$ cat config.mk
export PLATFORM = sky130hd
export DESIGN_NAME = serial_char_rx
export DESIGN_NICKNAME = d
export VERILOG_FILES = /design/src/rtl/rxs_pkg.sv /design/src/rtl/rxs_sync.sv /design/src/rtl/rxs_bit_timer.sv /design/src/rtl/rxs_frame_fsm.sv /design/src/rtl/rxs_rx_buffer.sv /design/src/rtl/serial_char_rx.sv
export SDC_FILE = /design/constraint.sdc
export NUM_CORES = 1
export LEC_CHECK = 0
export ABC_CLOCK_PERIOD_IN_PS = 2930
export CAP_MARGIN = 20
export CORE_MARGIN = 4
export CORE_UTILIZATION = 50
export CTS_CLUSTER_SIZE = 30
export DETAILED_ROUTE_END_ITERATION = 12
export GPL_TIMING_DRIVEN = 0
export PLACE_DENSITY = 0.79
export SLEW_MARGIN = 25
export SYNTH_ARGS = -nofsm -noshare
export SYNTH_HDL_FRONTEND = slang
export SYNTH_SLANG_ARGS = --single-unit
$ cat constraint.sdc
create_clock -name clk -period 2.93 [get_ports clk]
set_input_delay 0.4395 -clock clk [delete_from_list [all_inputs] [get_ports clk]]
set_output_delay 0.4395 -clock clk [all_outputs]
set_load 0.01 [all_outputs]
$ cat src/rtl/rxs_pkg.sv
// Shared types and constants for the serial character receiver.
// Assumes characters of at most 8 data bits.
package rxs_pkg;
    localparam int CHAR_W = 8;

    typedef enum logic [2:0] {
        ST_HUNT  = 3'd0,
        ST_START = 3'd1,
        ST_DATA  = 3'd2,
        ST_PAR   = 3'd3,
        ST_STOP  = 3'd4
    } rx_state_t;

    // Baud factor codes
    localparam logic [1:0] BAUD_X1  = 2'd0;
    localparam logic [1:0] BAUD_X16 = 2'd1;
endpackage

$ cat src/rtl/rxs_sync.sv
// Line synchronizer: brings the asynchronous receive line into the clock domain.
// Assumes the line idles high, so stages reset to 1.
module rxs_sync #(
    parameter int STAGES = 2
) (
    input  logic clk,
    input  logic rst_n,
    input  logic din,
    output logic dout
);
    logic [STAGES-1:0] stg;

    // Shift the line through the synchronizer chain
    always_ff @(posedge clk) begin
        if (!rst_n) stg <= '1;
        else        stg <= {stg[STAGES-2:0], din};
    end

    assign dout = stg[STAGES-1];
endmodule

$ cat src/rtl/rxs_bit_timer.sv
// Bit timer: counts receiver strobes down to the next sample point.
// A load selects half-bit or full-bit reload for the configured factor.
// Assumes OVS_HIGH is the largest factor and both factors are even.
module rxs_bit_timer #(
    parameter int OVS_MID  = 16,
    parameter int OVS_HIGH = 64
) (
    input  logic       clk,
    input  logic       rst_n,
    input  logic       tick,
    input  logic       load,
    input  logic       load_half,
    input  logic [1:0] baud,
    output logic       expire
);
    import rxs_pkg::*;
    localparam int CW = $clog2(OVS_HIGH);

    logic [CW-1:0] cnt, reload;

    // Pick the reload value from factor and half/full choice
    always_comb begin
        if (baud == BAUD_X1)
            reload = '0;
        else if (baud == BAUD_X16)
            reload = load_half ? CW'(OVS_MID/2 - 1)  : CW'(OVS_MID - 1);
        else
            reload = load_half ? CW'(OVS_HIGH/2 - 1) : CW'(OVS_HIGH - 1);
    end

    // Reload on request, otherwise count strobes down to zero
    always_ff @(posedge clk) begin
        if (!rst_n)                cnt <= '0;
        else if (load)             cnt <= reload;
        else if (tick && cnt != 0) cnt <= cnt - 1'b1;
    end

    assign expire = tick && (cnt == '0);
endmodule

$ cat src/rtl/rxs_frame_fsm.sv
// Frame sequencer: validates the start bit, samples data, parity and stop,
// and presents the assembled character for one cycle on chr_done.
// Assumes the timer expire strobe marks each sample point.
module rxs_frame_fsm (
    input  logic       clk,
    input  logic       rst_n,
    input  logic       rx_en,
    input  logic       tick,
    input  logic       rxd_s,
    input  logic       expire,
    input  logic [1:0] cfg_len,
    input  logic       cfg_par_en,
    input  logic       cfg_par_odd,
    input  logic [1:0] cfg_baud,
    output logic       tmr_load,
    output logic       tmr_half,
    output logic       chr_done,
    output logic [7:0] chr_data,
    output logic       chr_perr,
    output logic       chr_ferr
);
    import rxs_pkg::*;

    rx_state_t  state;
    logic [7:0] shreg;
    logic [2:0] bitcnt;
    logic       par_bad;
    logic       start_seen;

    assign start_seen = (state == ST_HUNT) && tick && !rxd_s;

    // Align the collected bits down to bit 0, zero-filling the top
    assign chr_data = shreg >> (2'd3 - cfg_len);

    // Timer reloads on a new start and at every sample point except the stop
    assign tmr_load = rx_en && (start_seen || (expire && state != ST_HUNT && state != ST_STOP));
    assign tmr_half = (state == ST_HUNT);

    assign chr_done = rx_en && (state == ST_STOP) && expire;
    assign chr_perr = par_bad;
    assign chr_ferr = !rxd_s;

    // Frame state progression and bit collection
    always_ff @(posedge clk) begin
        if (!rst_n) begin
            state   <= ST_HUNT;
            shreg   <= '0;
            bitcnt  <= '0;
            par_bad <= 1'b0;
        end else if (!rx_en) begin
            state <= ST_HUNT;
        end else begin
            case (state)
                ST_HUNT: if (start_seen) begin
                    state   <= (cfg_baud == BAUD_X1) ? ST_DATA : ST_START;
                    bitcnt  <= '0;
                    par_bad <= 1'b0;
                end
                ST_START: if (expire) begin
                    state <= rxd_s ? ST_HUNT : ST_DATA;
                end
                ST_DATA: if (expire) begin
                    shreg <= {rxd_s, shreg[7:1]};
                    if (bitcnt == {1'b1, cfg_len}) begin
                        state <= cfg_par_en ? ST_PAR : ST_STOP;
                    end else begin
                        bitcnt <= bitcnt + 1'b1;
                    end
                end
                ST_PAR: if (expire) begin
                    par_bad <= ((^chr_data) ^ rxd_s) != cfg_par_odd;
                    state   <= ST_STOP;
                end
                ST_STOP: if (expire) begin
                    state <= ST_HUNT;
                end
                default: state <= ST_HUNT;
            endcase
        end
    end
endmodule

$ cat src/rtl/rxs_rx_buffer.sv
// Receive buffer and host-visible flags: holds the last character,
// raises ready, and keeps sticky parity, framing and overrun errors.
// Assumes host_rd and err_clr are single-cycle pulses.
module rxs_rx_buffer (
    input  logic       clk,
    input  logic       rst_n,
    input  logic       load,
    input  logic [7:0] din,
    input  logic       perr_in,
    input  logic       ferr_in,
    input  logic       host_rd,
    input  logic       err_clr,
    output logic [7:0] rx_data,
    output logic       rx_ready,
    output logic       err_parity,
    output logic       err_frame,
    output logic       err_overrun
);
    // Capture characters and maintain ready and error flags
    always_ff @(posedge clk) begin
        if (!rst_n) begin
            rx_data     <= '0;
            rx_ready    <= 1'b0;
            err_parity  <= 1'b0;
            err_frame   <= 1'b0;
            err_overrun <= 1'b0;
        end else begin
            if (load) rx_data <= din;
            rx_ready    <= load || (rx_ready && !host_rd);
            err_parity  <= (err_parity && !err_clr) || (load && perr_in);
            err_frame   <= (err_frame && !err_clr) || (load && ferr_in);
            err_overrun <= (err_overrun && !err_clr) || (load && rx_ready && !host_rd);
        end
    end
endmodule

$ cat src/rtl/serial_char_rx.sv
// Top of the asynchronous serial character receiver.
// Chains synchronizer, bit timer, frame sequencer and receive buffer.
// Assumes rxc_tick is a one-cycle strobe at the receiver clock rate.
module serial_char_rx #(
    parameter int OVS_MID     = 16,
    parameter int OVS_HIGH    = 64,
    parameter int SYNC_STAGES = 2
) (
    input  logic       clk,
    input  logic       rst_n,
    input  logic       rxc_tick,
    input  logic       rxd,
    input  logic       rx_en,
    input  logic [1:0] cfg_len,
    input  logic       cfg_par_en,
    input  logic       cfg_par_odd,
    input  logic [1:0] cfg_baud,
    input  logic       host_rd,
    input  logic       err_clr,
    output logic [7:0] rx_data,
    output logic       rx_ready,
    output logic       err_parity,
    output logic       err_frame,
    output logic       err_overrun
);
    logic       rxd_s, expire, tmr_load, tmr_half;
    logic       chr_done, chr_perr, chr_ferr;
    logic [7:0] chr_data;

    rxs_sync #(.STAGES(SYNC_STAGES)) u_sync (
        .clk(clk), .rst_n(rst_n), .din(rxd), .dout(rxd_s)
    );

    rxs_bit_timer #(.OVS_MID(OVS_MID), .OVS_HIGH(OVS_HIGH)) u_timer (
        .clk(clk), .rst_n(rst_n), .tick(rxc_tick), .load(tmr_load),
        .load_half(tmr_half), .baud(cfg_baud), .expire(expire)
    );

    rxs_frame_fsm u_fsm (
        .clk(clk), .rst_n(rst_n), .rx_en(rx_en), .tick(rxc_tick),
        .rxd_s(rxd_s), .expire(expire), .cfg_len(cfg_len),
        .cfg_par_en(cfg_par_en), .cfg_par_odd(cfg_par_odd),
        .cfg_baud(cfg_baud), .tmr_load(tmr_load), .tmr_half(tmr_half),
        .chr_done(chr_done), .chr_data(chr_data),
        .chr_perr(chr_perr), .chr_ferr(chr_ferr)
    );

    rxs_rx_buffer u_buf (
        .clk(clk), .rst_n(rst_n), .load(chr_done), .din(chr_data),
        .perr_in(chr_perr), .ferr_in(chr_ferr), .host_rd(host_rd),
        .err_clr(err_clr), .rx_data(rx_data), .rx_ready(rx_ready),
        .err_parity(err_parity), .err_frame(err_frame),
        .err_overrun(err_overrun)
    );
endmodule

==> out/metrics.yaml <==
critical_path:
  worstPathRequired_ps: 3110
  worstSetupPathType: "in2reg"
  worstSetupEndpointType: "flop"
  timing.rr.end: "u_timer.cnt[0]$_SDFFE_PN0P_"
  worstPathArrival_ps: 2490
  start_kind: "input port"
  rr_startpoint: "u_timer.cnt[0]$_SDFFE_PN0P_"
  r2r_cells: 8
  cp_max_fo: 10
  r2r_setup_slack_ps: 650
sta:
  maxSlewHeadroom: 0.520
  setup_violations: 0
  slew_violations: 0
  min_period_ps: 2310
  fmax_mhz: 433
  hold_viol_final: 0
  skew_ps: 5.17
  timing.final.ws_setup_ps: 623
  rsz0062_at_grt: "no"
  tightest_slew_ps: 715
  tns_ps: 0
  min_period_over_period: 0.787
logic_synthesis:
  synth_top_area_cell: "dfxtp_1"
  synth_cell_types: 53
  synth-seq-cells: 35
  synth_flop_cell: "dfxtp_1"
  netlist_instances: 215
  syn_nets: 231
  synth-seq-area-share: 0.359
  avgSynthCellArea_um2: 9.08
  synth_top_cell_area_share: 0.359
  netlist_area_mm2: 0.00195
  ys.warnings.count: 0
  synth_async_sr_flop_share: 0
  synth_area_leaders: "dfxtp_1 (36%), mux2i_1 (7.7%), mux4_2 (5.8%), xnor2_1 (4.5%), a21oi_1 (3.8%)"
  synth_edf_count: 0
power:
  p_leak_uw: 0.000885
  p_per_area_mw_per_mm2: 550
  ir_drop_uv: 224
  power_uw: 1270
die:
  start_util: 0.525
  die_y_um: 70.5
  die-area_mm2: 0.00497
  die_width_um: 70.5
  num_rows: 22
  coreArea_mm2: 0.00372
  ios: 25
clock_network:
  root_buffer: "clkbuf_8"
  clock_path_buffers: 2
  clk_pin_slew_ps: 70
  post_cts_buffers: 0
  cts_sinks: 35
  cts_resized: 0
  cts_buffers: 5
  holdBufCountCts: 0
  cts_max_level: 2
  clk_latency_ps: 290
  cts_tree: "yes"
place:
  gp_congestion: 0.860
  post-place-ws_ps: 333
  io_buffers: 21
  place_inst: 284
  postPlaceCellArea_mm2: 0.00222
  hpwl_um: 3020
min_path:
  hold_path_depth: 1
  hold_end: "u_sync.stg[1]$_SDFF_PN1_"
  holdCritPathClass: "reg2reg"
  holdCritStartpoint: "u_sync.stg[0]$_SDFF_PN1_"
finish:
  drive_above_1_share: 0.107
  layout.cells.non_filler: 292
  nNetsFinal: 259
  layout_common_cells: "dfxtp_1 (35), clkdlybuf4s50_1 (21), nor2_1 (18)"
  final_cell_area_mm2: 0.00231
  areaGrowthSynthToFinish_pct: 18.2
  n_antenna_cell: 0
  layout_commonest_cell: "dfxtp_1"
grt:
  grt_max_degree: 12
  grt_pass1_wl_um: 7310
  grt_pass1_vias: 1585
  grt_remaining_overflow: 0
  antenna_found_initial: 0
  grt_use_total: 0.180
route:
  routed_wl_um: 4250
  routedWlPerCell_um: 14.5
  drt_pass1_iterations: 4
  drc_errors: 0
  drt-initial-drc-count: 101
  antenna_left: 0
  routed-via-count: 1670
  drt-vias-per-instance: 5.72
flow_run:
  maxCapViolations: 0
run_status:
  status: "finished clean"
final cells by class:
cell class	count	area, µm²
Fill cell	329	1410
Inverter	12	45.0
Clock inverter	2	12.5
Timing Repair Buffer	21	210
Buffer	14	63.8
Multi-Input combinational cell	154	1140
Tap cell	48	60.1
Clock buffer	6	72.6
Sequential cell	35	701
cells in the mapped netlist (2+ instances only):
library cell  instances
nand3_1               2
nor4_1                3
mux2i_1              15
ha_1                  3
inv_1                12
xnor2_1              10
nor3_1                4
or2_2                 2
mux4_2                5
clkbuf_1              7
nand2b_1              4
nor2b_1               8
o21ai_0               7
a21o_1                2
mux2_2                2
a21oi_1              15
o211ai_1              3
nand2_1              10
nor3b_1               2
a211oi_1              3
nor2_1               18
dfxtp_1              35
nand4_1               4
or3b_1                2
o31ai_1               2
buf_2                 5
a2bb2oi_1             2
and4_1                3
per-stage QoR:
stage / hold slack (ps) / utilization
global placement: 394 / 0.598
finish: 419 / 0.621
floorplan: 386 / -
CTS: 419 / 0.621
global route: 436 / 0.621
detailed placement: 401 / 0.598
power breakdown:
group	total [µW]	internal (µW)	switching (µW)
Sequential	545	513	32.2
Clock	342	166	176
Combinational	381	176	205
Total	1270	854	414
worst max path at each step:
stage,start,to,slack (ps),depth (start not counted)
6_report,cfg_len[1],u_fsm.chr_perr$_SDFFE_PN0P_,620,7
5_1_grt,u_timer.cnt[0]$_SDFFE_PN0P_,u_fsm.bitcnt[2]$_SDFFE_PN0P_,450,8
4_1_cts,cfg_len[1],u_fsm.chr_perr$_SDFFE_PN0P_,630,7
3_5_place_dp,cfg_len[1],u_fsm.chr_perr$_SDFFE_PN0P_,330,7
3_3_place_gp,cfg_len[1],u_fsm.chr_perr$_SDFFE_PN0P_,380,7
2_1_floorplan,u_timer.cnt[0]$_SDFFE_PN0P_,u_fsm.bitcnt[2]$_SDFFE_PN0P_,910,8
cell families (layout without fill, tap and decap cells):
kind of cell	count (synthesis)	count (layout)	share of synthesized area
fa+ha+maj	3	3	0.0192
xor+xnor	11	11	0.0564
buf+inv	26	55	0.0558
simple gates	70	70	0.200
compound gates	48	48	0.163
mux	22	22	0.146
flops	35	35	0.359
metal layers:
layer	share of wire	GRT usage
met5	0	0
met1	0.48	0.244
met4	0.017	0.0957
met3	0.039	0.0317
met2	0.46	0.271
sequential cells by signal, indices dropped and copies added (netlist names):
name               cells
u_buf.rx_data          8
u_fsm.shreg            8
u_timer.cnt            6
u_fsm.bitcnt           3
u_fsm.state            3
u_sync.stg             2
u_buf.err_frame        1
u_buf.err_overrun      1
u_buf.err_parity       1
u_buf.rx_ready         1
u_fsm.chr_perr         1
critical path, stage by stage:
cell             delay, ps
clkdlybuf4s50_1        560
buf_2                  270
mux4_2                 380
xnor2_1                200
xnor2_1                140
xnor3_1                250
a31o_2                 250
Power figures use the tool's default switching activity.
